**src/rtl/dram_timing_pkg.sv**
```systemverilog
package dram_timing_pkg;

  typedef enum logic [2:0] {
    ST_IDLE,
    ST_PRECHG,
    ST_ROW_SETUP,
    ST_ROW_HOLD,
    ST_COL_SETUP,
    ST_CAS_LOW,
    ST_DONE,
    ST_ROW_OPEN
  } ctlState_t;

  // strobes from the sequencer to the address/data path
  typedef struct packed {
    logic latchReq;
    logic selCol;
    logic captureData;
  } dpStrobes_t;

endpackage

```
**src/rtl/dram_timing_dp.sv**
```systemverilog
module dram_timing_dp
  import dram_timing_pkg::*;
#(
  parameter int ROW_BITS  = 12,
  parameter int COL_BITS  = 9,
  parameter int DATA_BITS = 8,
  parameter int MUX_BITS  = 12
) (
  input  logic                          clk,
  input  logic                          rstN,
  input  dpStrobes_t                    strobes,
  input  logic                          reqRw,
  input  logic [ROW_BITS+COL_BITS-1:0]  reqAddr,
  input  logic [DATA_BITS-1:0]          reqWdata,
  input  logic                          lateRead,
  input  logic [DATA_BITS-1:0]          dramDin,
  output logic                          rowHit,
  output logic                          curRead,
  output logic                          curLate,
  output logic [MUX_BITS-1:0]           dramAddr,
  output logic [DATA_BITS-1:0]          dramDout,
  output logic [DATA_BITS-1:0]          rdData
);
  localparam int ADDR_BITS = ROW_BITS + COL_BITS;

  logic [ROW_BITS-1:0]  rowReg;
  logic [COL_BITS-1:0]  colReg;
  logic [DATA_BITS-1:0] wdataReg;

  always_ff @(posedge clk or negedge rstN) begin
    if (!rstN) begin
      rowReg   <= '0;
      colReg   <= '0;
      wdataReg <= '0;
      curRead  <= 1'b1;
      curLate  <= 1'b0;
      rdData   <= '0;
    end else begin
      if (strobes.latchReq) begin
        rowReg   <= reqAddr[ADDR_BITS-1:COL_BITS];
        colReg   <= reqAddr[COL_BITS-1:0];
        wdataReg <= reqWdata;
        curRead  <= reqRw;
        curLate  <= lateRead;
      end
      if (strobes.captureData) rdData <= dramDin;
    end
  end

  // compared against the row left open by the previous access
  assign rowHit   = (reqAddr[ADDR_BITS-1:COL_BITS] == rowReg);
  assign dramAddr = strobes.selCol ? MUX_BITS'(colReg) : MUX_BITS'(rowReg);
  assign dramDout = wdataReg;

endmodule

```
**src/rtl/dram_timing_fsm.sv**
```systemverilog
module dram_timing_fsm
  import dram_timing_pkg::*;
#(
  parameter int ROW_SETUP     = 1,
  parameter int ROW_HOLD      = 1,
  parameter int COL_SETUP     = 1,
  parameter int COL_HOLD      = 1,
  parameter int ACCESS_CYC    = 2,
  parameter int PRECHARGE_CYC = 2
) (
  input  logic       clk,
  input  logic       rstN,
  input  logic       reqValid,
  input  logic       rowHit,
  input  logic       curRead,
  input  logic       curLate,
  output dpStrobes_t strobes,
  output logic       rasN,
  output logic       casN,
  output logic       weN,
  output logic       oeN,
  output logic       doutEn,
  output logic       mfc
);
  localparam int CAS_LEN = (ACCESS_CYC > COL_HOLD) ? ACCESS_CYC : COL_HOLD;
  localparam int MAX_A   = (ROW_SETUP > ROW_HOLD) ? ROW_SETUP : ROW_HOLD;
  localparam int MAX_B   = (COL_SETUP > CAS_LEN) ? COL_SETUP : CAS_LEN;
  localparam int MAX_C   = (MAX_A > MAX_B) ? MAX_A : MAX_B;
  localparam int MAX_LEN = (MAX_C > PRECHARGE_CYC) ? MAX_C : PRECHARGE_CYC;
  localparam int CNT_W   = $clog2(MAX_LEN + 1);

  localparam logic [CNT_W-1:0] LD_RS  = CNT_W'(ROW_SETUP - 1);
  localparam logic [CNT_W-1:0] LD_RH  = CNT_W'(ROW_HOLD - 1);
  localparam logic [CNT_W-1:0] LD_CS  = CNT_W'(COL_SETUP - 1);
  localparam logic [CNT_W-1:0] LD_CAS = CNT_W'(CAS_LEN - 1);
  localparam logic [CNT_W-1:0] LD_PC  = CNT_W'(PRECHARGE_CYC - 1);
  localparam logic [CNT_W-1:0] CAP_AT = CNT_W'(CAS_LEN - ACCESS_CYC);

  ctlState_t        state, nextState;
  logic [CNT_W-1:0] cnt, nextCnt;
  logic             accept, colPhase, rowActive;

  assign accept = reqValid && (state == ST_IDLE || state == ST_ROW_OPEN);

  always_comb begin
    nextState = state;
    nextCnt   = (cnt != '0) ? cnt - 1'b1 : cnt;
    unique case (state)
      ST_IDLE:      if (accept) begin nextState = ST_ROW_SETUP; nextCnt = LD_RS; end
      ST_ROW_OPEN:
        if (accept) begin
          if (rowHit) begin nextState = ST_COL_SETUP; nextCnt = LD_CS; end
          else        begin nextState = ST_PRECHG;    nextCnt = LD_PC; end
        end
      ST_PRECHG:    if (cnt == '0) begin nextState = ST_ROW_SETUP; nextCnt = LD_RS;  end
      ST_ROW_SETUP: if (cnt == '0) begin nextState = ST_ROW_HOLD;  nextCnt = LD_RH;  end
      ST_ROW_HOLD:  if (cnt == '0) begin nextState = ST_COL_SETUP; nextCnt = LD_CS;  end
      ST_COL_SETUP: if (cnt == '0) begin nextState = ST_CAS_LOW;   nextCnt = LD_CAS; end
      ST_CAS_LOW:   if (cnt == '0) begin nextState = ST_DONE;      nextCnt = '0;     end
      ST_DONE:      nextState = ST_ROW_OPEN;
      default:      nextState = ST_IDLE;
    endcase
  end

  always_ff @(posedge clk or negedge rstN) begin
    if (!rstN) begin
      state <= ST_IDLE;
      cnt   <= '0;
    end else begin
      state <= nextState;
      cnt   <= nextCnt;
    end
  end

  assign rowActive = (state == ST_ROW_HOLD) || (state == ST_COL_SETUP) ||
                     (state == ST_CAS_LOW)  || (state == ST_DONE) ||
                     (state == ST_ROW_OPEN);
  assign colPhase  = (state == ST_COL_SETUP) || (state == ST_CAS_LOW);

  assign rasN   = !rowActive;
  assign casN   = (state != ST_CAS_LOW);
  assign weN    = !(colPhase && !curRead);
  assign doutEn = colPhase && !curRead;
  assign oeN    = !(curRead && ((!curLate && colPhase) ||
                               (curLate && state == ST_CAS_LOW && cnt != LD_CAS)));
  assign mfc    = (state == ST_DONE);

  assign strobes.latchReq    = accept;
  assign strobes.selCol      = colPhase || (state == ST_DONE) || (state == ST_ROW_OPEN);
  assign strobes.captureData = (state == ST_CAS_LOW) && (cnt == CAP_AT) && curRead;

endmodule

```
**src/rtl/dram_timing_ctrl.sv**
```systemverilog
module dram_timing_ctrl
  import dram_timing_pkg::*;
#(
  parameter int ROW_BITS      = 12,
  parameter int COL_BITS      = 9,
  parameter int DATA_BITS     = 8,
  parameter int ROW_SETUP     = 1,
  parameter int ROW_HOLD      = 1,
  parameter int COL_SETUP     = 1,
  parameter int COL_HOLD      = 1,
  parameter int ACCESS_CYC    = 2,
  parameter int PRECHARGE_CYC = 2,
  localparam int ADDR_BITS    = ROW_BITS + COL_BITS,
  localparam int MUX_BITS     = (ROW_BITS > COL_BITS) ? ROW_BITS : COL_BITS
) (
  input  logic                 clk,
  input  logic                 rstN,
  input  logic                 reqValid,
  input  logic                 reqRw,
  input  logic [ADDR_BITS-1:0] reqAddr,
  input  logic [DATA_BITS-1:0] reqWdata,
  input  logic                 lateRead,
  output logic [DATA_BITS-1:0] rdData,
  output logic                 mfc,
  output logic [MUX_BITS-1:0]  dramAddr,
  output logic                 dramRasN,
  output logic                 dramCasN,
  output logic                 dramWeN,
  output logic                 dramOeN,
  output logic [DATA_BITS-1:0] dramDout,
  output logic                 dramDoutEn,
  input  logic [DATA_BITS-1:0] dramDin
);
  dpStrobes_t strobes;
  logic       rowHit, curRead, curLate;

  dram_timing_fsm #(
    .ROW_SETUP(ROW_SETUP), .ROW_HOLD(ROW_HOLD), .COL_SETUP(COL_SETUP),
    .COL_HOLD(COL_HOLD), .ACCESS_CYC(ACCESS_CYC), .PRECHARGE_CYC(PRECHARGE_CYC)
  ) uFsm (
    .clk(clk), .rstN(rstN), .reqValid(reqValid), .rowHit(rowHit),
    .curRead(curRead), .curLate(curLate), .strobes(strobes),
    .rasN(dramRasN), .casN(dramCasN), .weN(dramWeN), .oeN(dramOeN),
    .doutEn(dramDoutEn), .mfc(mfc)
  );

  dram_timing_dp #(
    .ROW_BITS(ROW_BITS), .COL_BITS(COL_BITS), .DATA_BITS(DATA_BITS), .MUX_BITS(MUX_BITS)
  ) uDp (
    .clk(clk), .rstN(rstN), .strobes(strobes), .reqRw(reqRw), .reqAddr(reqAddr),
    .reqWdata(reqWdata), .lateRead(lateRead), .dramDin(dramDin), .rowHit(rowHit),
    .curRead(curRead), .curLate(curLate), .dramAddr(dramAddr), .dramDout(dramDout),
    .rdData(rdData)
  );

endmodule

```
**config.mk**
```make
export PLATFORM = sky130hd
export DESIGN_NAME = dram_timing_ctrl
export DESIGN_NICKNAME = d
export VERILOG_FILES = /design/src/rtl/dram_timing_pkg.sv /design/src/rtl/dram_timing_dp.sv /design/src/rtl/dram_timing_fsm.sv /design/src/rtl/dram_timing_ctrl.sv
export SDC_FILE = /design/constraint.sdc
export NUM_CORES = 1
export LEC_CHECK = 0
export BUFFER_PORTS_ARGS = -buffer_cell sky130_fd_sc_hd__clkbuf_2
export CAP_MARGIN = 40
export CORE_AREA = 10 10 75 77
export CTS_CLUSTER_SIZE = 14
export DETAILED_ROUTE_END_ITERATION = 8
export DIE_AREA = 0 0 85 87
export GPL_TIMING_DRIVEN = 0
export HOLD_SLACK_MARGIN = 0.05
export PLACE_DENSITY = 0.89
export SLEW_MARGIN = 0
export SYNTH_ARGS = -nofsm -noshare
export SYNTH_HDL_FRONTEND = slang
export SYNTH_SLANG_ARGS = --single-unit
```
**constraint.sdc**
```tcl
create_clock -name clk -period 4 [get_ports clk]
set_input_delay 0.8 -clock clk [delete_from_list [all_inputs] [get_ports clk]]
set_output_delay 0.8 -clock clk [all_outputs]
set_load 0.1 [all_outputs]
```
; Word level (Yosys, flattened, before mapping)
; Cells that the tools add are included.
[op_classes]
muxes = 17
n_eq_ne = 17
addsub = 1
reduce_logical = 27
[ops]
columns = op, count
row1 = 3-bit 2-to-1 mux, 8
row2 = 3-bit case mux with 8 select lines, 1
row3 = "2-bit by 1-bit inequality test with 1-bit output, second input constant", 8
row4 = 12-bit equality test, 1
row5 = "3-bit equality test, second input constant", 4
row6 = 12-bit 2-to-1 mux, 1
row7 = 2-bit 2-to-1 mux, 5
row8 = 1-bit logical OR, 9
row9 = 1-bit logical AND, 8
row10 = 2-bit case mux with 4 select lines, 1
row11 = 7-bit AND reduction, 1
row12 = "3-bit by 2-bit equality test with 1-bit output, second input constant", 2
row13 = 1-bit logical NOT, 5
row14 = 4-bit OR reduction, 1
row15 = "3-bit by 1-bit equality test with 1-bit output, second input constant", 1
row16 = 3-bit logical NOT, 1
row17 = "3-bit inequality test, second input constant", 1
row18 = 2-bit logical NOT, 1
row19 = 2-bit nonzero test, 1
row20 = "2-bit by 1-bit subtractor with 2-bit output, second input constant", 1
row21 = 1-bit 2-to-1 mux, 1
[word_totals]
inputBits = 42
wordCells = 70
register_bits = 44

; Logic depth before layout (Yosys ltp)
; Gate-level depths: netlist of run 1.
[logic_depth]
word_depth = 6
mapped_depth = 5
ltp_nobuf = 4

; Cells and area by module
; A second synthesis of run 1 with hierarchy kept.
[hier_totals]
cells_unflattened = 161
hier_area_um2 = 2107.0
[by_module_without_submodules]
columns = mod, cells_each, instances, area_each_um2
row1 = dram_timing_dp, 111, 1, 1711.6
row2 = dram_timing_fsm, 50, 1, 395.4

; Worst setup path before layout of run 1
; OpenSTA, ideal clock, no wires.
[synth_timing]
kind = register to output
startpoint = register uFsm.state[2]
endpoint = output dramDoutEn
arrival_ns = 2.239
setup_slack_ns = 0.961
path_buffers = 1
path_stages_with_launch = 6
cell_sequence = dfrtp_1 -> buf_2 -> inv_2 -> nor2_1 -> nand2_1 -> inv_1
[synth_via]
elab_chain_len = 3
[synth_lines]
columns = element, line
row1 = "start, declared", dram_timing_fsm.sv:39  ; ctlState_t state, nextState;
row2 = "start signal, assigned", dram_timing_fsm.sv:70  ; state <= nextState;
row3 = 3-bit equality test, dram_timing_fsm.sv:78  ; assign colPhase = (state == ST_COL_SETUP) || (state == ST_CAS_LOW);
row4 = 1-bit logical OR (*), dram_timing_fsm.sv:78
row5 = 1-bit logical AND (*), dram_timing_fsm.sv:83  ; assign doutEn = colPhase && !curRead;
row6 = "end, declared", dram_timing_ctrl.sv:31  ; output logic dramDoutEn,
; Mark *: on every way between the ends. The rest lies on a longest branch, timed or not.

; Worst setup path in the final report of run 1
[layout_timing]
startpoint = register uFsm.state[2]
endpoint = output dramAddr[0]
[layout_via]
elab_chain_len = 5
[layout_lines]
columns = element, line
row1 = 3-bit equality test, dram_timing_fsm.sv:78
row2 = 1-bit logical OR, dram_timing_fsm.sv:78
row3 = 1-bit logical OR, dram_timing_fsm.sv:89  ; assign strobes.selCol = colPhase || (state == ST_DONE) || (state == ST_ROW_OPEN);
row4 = 1-bit logical OR (*), dram_timing_fsm.sv:89
row5 = 12-bit 2-to-1 mux (*), dram_timing_dp.sv:52  ; assign dramAddr = strobes.selCol ? MUX_BITS'(colReg) : MUX_BITS'(rowReg);
row6 = "end, declared", dram_timing_ctrl.sv:25  ; output logic [MUX_BITS-1:0] dramAddr,
; Marked as above.

==> impl_metrics.env, run 1 <==
export IMPL_status="complete, no violations"
export IMPL_drc=0
export IMPL_rsz0062_at_grt="no"
export IMPL_grt_ovfl_total=0
export IMPL_gr_usage_met3_pct=3.28
export IMPL_max_slew_margin_rel_pct=58.5
export IMPL_routabilityCongestion=0.739
export IMPL_nFillCells=324
export IMPL_end_kind="output pin"
export IMPL_ys_seq_area_share_pct=52.2
export IMPL_slew_violations=0
export IMPL_clockBufferDepth=2
export IMPL_place_inst=284
export IMPL_antenna_found_initial=0
export IMPL_hp_class="reg2reg"
export IMPL_grt_pass1_wl_um=7760
export IMPL_max_stage_delay_ns=0.41
export IMPL_r2r_setup_slack_ns=2.33
export IMPL_slowest_stage="dfrtp_1"
export IMPL_period_needed_ns=2.78
export IMPL_post_cts_buffers=0
export IMPL_cts_resized=0
export IMPL_ys_async_sr_fraction_pct=100
export IMPL_synth_warnings=0
export IMPL_ys_seq_elements=44
export IMPL_cap_viol_max_count=0
export IMPL_initial_core_util_pct=49.9
export IMPL_dieArea_um2=7400
export IMPL_critical_path_cell_chain="buf_2 > buf_2 > mux2_1 > clkbuf_2"
export IMPL_cts_clk_slew_worst_paths_ns=0.07
export IMPL_arrival_ns=1.98
export IMPL_vias=1480
export IMPL_grt_pass1_vias=1599
export IMPL_fin_nets=281
export IMPL_synthFlopType="dfrtp_1"
export IMPL_fp_dieH_um=87
export IMPL_wl_per_cell_um=16.8
export IMPL_clk_latency_ns=0.29
export IMPL_fin_crit_sh_pct=69.6
export IMPL_synth_cells=156
export IMPL_startpoint="uFsm.state[2]$_DFFE_PN0P_"
export IMPL_final_core_util_pct=62.8
export IMPL_drive_above_1_share_pct=46.0
export IMPL_place_hpwl_um=3950
export IMPL_synth_edff_count=0
export IMPL_gr_usage_all_layers_pct=13.2
export IMPL_cp_required_ns=3.20
export IMPL_worst_hold_path_num_cells=1
export IMPL_multi_input_area_um2=941
export IMPL_final_cells=291
export IMPL_initialDrtViolationCount=98
export IMPL_grt_use_met2_pct=24.6
export IMPL_cp_max_fo=10
export IMPL_die_x_um=85
export IMPL_h_tree_depth=2
export IMPL_clock_fmax_ghz=0.359
export IMPL_timing_rr_start="uDp.curRead$_DFFE_PN1P_"
export IMPL_synth_net_count=198
export IMPL_synth_top_family_by_area="multiplexers"
export IMPL_port_buffers=75
export IMPL_start_kind="flop"
export IMPL_coreArea_um2=4230
export IMPL_pin_count=76
export IMPL_holdBufCountCts=0
export IMPL_numCtsBuffers=5
export IMPL_synth_compound_area_share_pct=4.80
export IMPL_clockRootBuffer="clkbuf_8"
export IMPL_drt_wl_total_um=4880
export IMPL_finalSetupViolCount=0
export IMPL_fin_skew_ns=0.00340
export IMPL_timing_rr_end="uDp.rdData[3]$_DFFE_PN0P_"
export IMPL_busiest_layer="met2"
export IMPL_synth_xor_area_share_pct=4.98
export IMPL_crit_type="reg2out"
export IMPL_rows=24
export IMPL_ant_nets=0
export IMPL_syn_area_per_cell_um2=13.5
export IMPL_reg2reg_depth=3
export IMPL_fin_setup_tns_ns=0
export IMPL_synth_area_um2=2110
export IMPL_tightest_slew_ns=0.623
export IMPL_synthMuxAreaShare_pct=27.5
export IMPL_hold_violations=0
export IMPL_drt_pass1_iter_count=4
export IMPL_cp_common_cell="buf_2"
export IMPL_n_antenna_cell=0
export IMPL_synth_fa_ha_area_share_pct=0
export IMPL_grt_max_degree=24
export IMPL_crit_end="dramAddr[0]"
export IMPL_synth_simple_area_share_pct=7.29
export IMPL_grtUsageMet1_pct=13.1
export IMPL_holdWs_ns=0.492
export IMPL_tritoncts="yes"
export IMPL_drt_vias_per_instance=5.09
export IMPL_yosysUniqueCellTypes=34
export IMPL_seq_area_um2=1100
export IMPL_cts_sinks=44
export IMPL_syn_to_final_growth_pct=25.8
synthesized netlist by cell type (3+ instances only):
cell type | count | share of area, %
and3_1 | 3 | 0.89
mux2_1 | 34 | 18
nor2b_1 | 3 | 0.89
dfrtp_1 | 43 | 51
mux2_4 | 8 | 5.7
nor2_1 | 3 | 0.53
a21oi_1 | 4 | 0.95
xor2_1 | 12 | 5.0
nor4_1 | 3 | 0.89
buf_4 | 3 | 1.1
mux2_2 | 6 | 3.2
nand2_1 | 5 | 0.89
sequential cells by signal, summed over array words and instances (netlist names):
signal and count:
uDp.rowReg 12, uDp.colReg 9, uDp.dramDout 8, uDp.rdData 8, uFsm.state 3, uFsm.cnt 2, uDp.curLate 1, uDp.curRead 1
cells in the final DEF (no fill, tap or decap), drive strengths merged:
master  count
mux2i       1
a21oi       4
a21bo       1
nor2b       3
o221ai      2
o21a        2
mux2       48
o22ai       1
clkinv      1
bufinv      1
nand2b      2
nand3       2
buf         6
inv         3
nor4        3
a31o        1
and3        3
o21ai       2
xor2       12
dfstp       1
nand2       6
dfrtp      43
clkbuf     83
nor3        2
nand4       1
a41o        1
nor2        4
worst min-delay path by stage:
| stage | slack [ns] | endpoint | from |
|---|---|---|---|
| floorplan | 0.46 | uDp.colReg[3]$_DFFE_PN0P_ | uDp.colReg[3]$_DFFE_PN0P_ |
| global placement | 0.47 | uDp.colReg[3]$_DFFE_PN0P_ | uDp.colReg[3]$_DFFE_PN0P_ |
| detailed placement | 0.48 | uDp.colReg[8]$_DFFE_PN0P_ | uDp.colReg[8]$_DFFE_PN0P_ |
| CTS | 0.50 | uDp.colReg[8]$_DFFE_PN0P_ | uDp.colReg[8]$_DFFE_PN0P_ |
| global route | 0.51 | uDp.colReg[8]$_DFFE_PN0P_ | uDp.colReg[8]$_DFFE_PN0P_ |
| finish | 0.49 | uDp.colReg[8]$_DFFE_PN0P_ | uDp.colReg[8]$_DFFE_PN0P_ |
metal layers:
layer / wire length (µm) / share of wire, % / up-vias
met3: 186 / 3.8 / 7
met1: 1800 / 37 / 726
met2: 2780 / 57 / 34
li1: - / - / 713
met5: 0 / 0 / -
met4: 119 / 2.4 / 0
cell families (layout without fill, tap and decap cells):
kind of cell,count (synthesis),in the layout
AOI/OAI and AO/OA,14,14
xor gates and xnor gates,12,12
buffers and inverters,11,94
DFF,44,44
muxes,49,49
and+or+nand+nor,26,26
layout make-up:
class	instances	share of cell area, %
buffer	7	1.51
clock buffer	6	2.73
clock inverter	1	0.188
inverter	4	1.08
multi-input combinational	101	35.4
sequential	44	41.5
tap	52	2.45
timing repair buffer	76	15.2
critical path: cells and delay by family (launching register included):
family                 cells  cell delay [ns]
multiplexers               1             0.34
buffers and inverters      3             0.94
flip-flops                 1             0.41
per-stage QoR:
stage          setup slack (ns)  cell area (µm²)
6_report                   1.22             2660
5_1_grt                    1.08             2660
4_1_cts                    1.20             2660
3_5_place_dp               1.53             2580
3_3_place_gp               1.54             2550
2_1_floorplan             0.961             2110
Power of run 1 is left out: the tool's default activity adds up to more than one toggle a clock period on the data nets, which glitch-free logic cannot reach.
==> run 2: changes to the inputs <==
--- a/config.mk
+++ b/config.mk
@@ -7,13 +7,13 @@
 export LEC_CHECK = 0
 export BUFFER_PORTS_ARGS = -buffer_cell sky130_fd_sc_hd__clkbuf_2
 export CAP_MARGIN = 40
-export CORE_AREA = 10 10 75 77
+export CORE_AREA = 10 10 81 83
 export CTS_CLUSTER_SIZE = 14
 export DETAILED_ROUTE_END_ITERATION = 8
-export DIE_AREA = 0 0 85 87
+export DIE_AREA = 0 0 91 93
 export GPL_TIMING_DRIVEN = 0
 export HOLD_SLACK_MARGIN = 0.05
-export PLACE_DENSITY = 0.89
+export PLACE_DENSITY = 0.81
 export SLEW_MARGIN = 0
 export SYNTH_ARGS = -nofsm -noshare
 export SYNTH_HDL_FRONTEND = slang
==> constraint.sdc (replaced) <==
create_clock -name clk -period 2.5 [get_ports clk]
set_input_delay 0.5 -clock clk [delete_from_list [all_inputs] [get_ports clk]]
set_output_delay 0.5 -clock clk [all_outputs]
set_load 0.1 [all_outputs]
==> run 2 against run 1 <==
Net effect: clock skew decreased by 0.0018 ns; global-route usage shrank 1.5 points; largest cell class unchanged; hold slack worse by 0.37 ns; utilization is 8.7 points lower; sequential share of layout area is 0.80 points lower.
==> impl_metrics.env, run 2 (synthesis gave the netlist of run 1 again) <==
export IMPL_drt_wl_total_um=4810
export IMPL_final_common_cell="clkbuf_2"
export IMPL_slew_violations=0
export IMPL_fin_crit_sh_pct=92.8
export IMPL_rows=26
export IMPL_grt_ovfl_total=0
export IMPL_wl_per_cell_um=15.5
export IMPL_grt_pass1_wl_um=7970
export IMPL_nFillCells=475
export IMPL_post_cts_buffers=0
export IMPL_multi_input_area_um2=947
export IMPL_critical_path_cell_chain="clkbuf_4 > clkbuf_4 > mux2_1 > clkbuf_4"
export IMPL_rsz0062_at_grt="no"
export IMPL_clockRootBuffer="clkbuf_8"
export IMPL_ant_nets=0
export IMPL_port_buffers=75
export IMPL_cp_max_fo=10
export IMPL_cp_common_cell="clkbuf_4"
export IMPL_routabilityCongestion=0.740
export IMPL_cp_required_ns=2.00
export IMPL_fp_dieH_um=93
export IMPL_slowest_stage="dfrtp_1"
export IMPL_seq_area_um2=1100
export IMPL_hp_class="in2async"
export IMPL_stdcell_area_um2=2710
export IMPL_antenna_found_initial=0
export IMPL_syn_to_final_growth_pct=28.3
export IMPL_drt_pass1_iter_count=4
export IMPL_h_tree_depth=2
export IMPL_end_kind="output pin"
export IMPL_clockBufferDepth=2
export IMPL_clk_latency_ns=0.29
export IMPL_fin_skew_ns=0.00155
export IMPL_largest_reg_flops=12
export IMPL_pin_count=76
export IMPL_gr_usage_all_layers_pct=11.6
export IMPL_initial_core_util_pct=42.2
export IMPL_clock_fmax_ghz=0.431
export IMPL_reg2reg_depth=3
export IMPL_dpl_cell_area_um2=2610
export IMPL_arrival_ns=1.82
export IMPL_crit_type="reg2out"
export IMPL_drt_vias_per_instance=4.73
export IMPL_place_hpwl_um=3850
export IMPL_vias=1466
export IMPL_holdBufCountCts=0
export IMPL_grt_pass1_vias=1658
export IMPL_n_antenna_cell=0
export IMPL_grt_max_degree=31
export IMPL_tritoncts="yes"
export IMPL_cap_viol_max_count=0
export IMPL_top_regs="uDp.rowReg: 12 flops, uDp.colReg: 9 flops"
export IMPL_start_kind="flop"
export IMPL_initialDrtViolationCount=42
export IMPL_drc=0
export IMPL_max_stage_delay_ns=0.40
export IMPL_status="complete, no violations"
export IMPL_period_needed_ns=2.32
export IMPL_numCtsBuffers=5
export IMPL_final_cells=310
export IMPL_cts_sinks=44
export IMPL_most_common_layout_cells="clkbuf_2 (71), dfrtp_1 (43), mux2_1 (34)"
export IMPL_top_register="uDp.rowReg"
export IMPL_hold_violations=0
export IMPL_cts_clk_slew_worst_paths_ns=0.08
export IMPL_dieArea_um2=8460
export IMPL_place_inst=302
export IMPL_finalSetupViolCount=0
export IMPL_fin_nets=281
export IMPL_coreArea_um2=5010
export IMPL_max_slew_margin_rel_pct=62.5
export IMPL_die_x_um=91
export IMPL_drive_above_1_share_pct=47.1
export IMPL_tightest_slew_ns=0.561
-- run 2: metal layers --
layer	global-route usage, %	share of wire, %	vias up
li1	-	-	717
met1	12.8	41	700
met2	19.1	49	43
met3	6.39	9.2	6
met4	3.13	1.0	0
met5	0	0	-
-- run 2: worst max-delay path: cells and delay by family (launching register included) --
family	cells	cell delay [ns]
buffers and inverters	3	0.78
DFF	1	0.40
muxes	1	0.34
-- run 2: timing repair --
item	CTS	global route
pin swaps	0	0
resized for setup	3	4
setup endpoints to repair	3	4
cloned	0	0
-- run 2: cell type report --
type / instances / share of cell area, %
Timing Repair Buffer: 76 / 15.0
Multi-Input combinational cell: 101 / 34.9
Buffer: 7 / 1.66
Inverter: 4 / 1.20
Tap cell: 70 / 3.23
Sequential cell: 44 / 40.7
Clock buffer: 8 / 3.32
-- run 2: metrics by stage --
step                setup slack [ns]  util (%)  TNS [ns]  hold WS (ns)
floorplan                     -0.103         -    -0.333         0.204
global placement               0.336      51.6         0         0.469
detailed placement             0.293      52.0         0         0.450
CTS                           0.0663      53.9         0         0.128
global route                  0.0184      54.1         0         0.131
finish                         0.180      54.1         0         0.124
-- run 2: final timing paths --
check	slack [ns]	startpoint	end
worst max-delay path	0.18	uFsm.state[2]$_DFFE_PN0P_	dramAddr[1]
worst min-delay path	0.12	rstN	uDp.colReg[1]$_DFFE_PN0P_
worst max register to register	0.82	uDp.curRead$_DFFE_PN1P_	uDp.rdData[0]$_DFFE_PN0P_
worst min register to register	0.49	uDp.colReg[1]$_DFFE_PN0P_	uDp.colReg[1]$_DFFE_PN0P_
max in group asynchronous	1.81	rstN	uDp.curRead$_DFFE_PN1P_
min in group clk	0.42	reqWdata[2]	uDp.dramDout[2]$_DFFE_PN0P_
Power of run 2 is left out for the same reason.
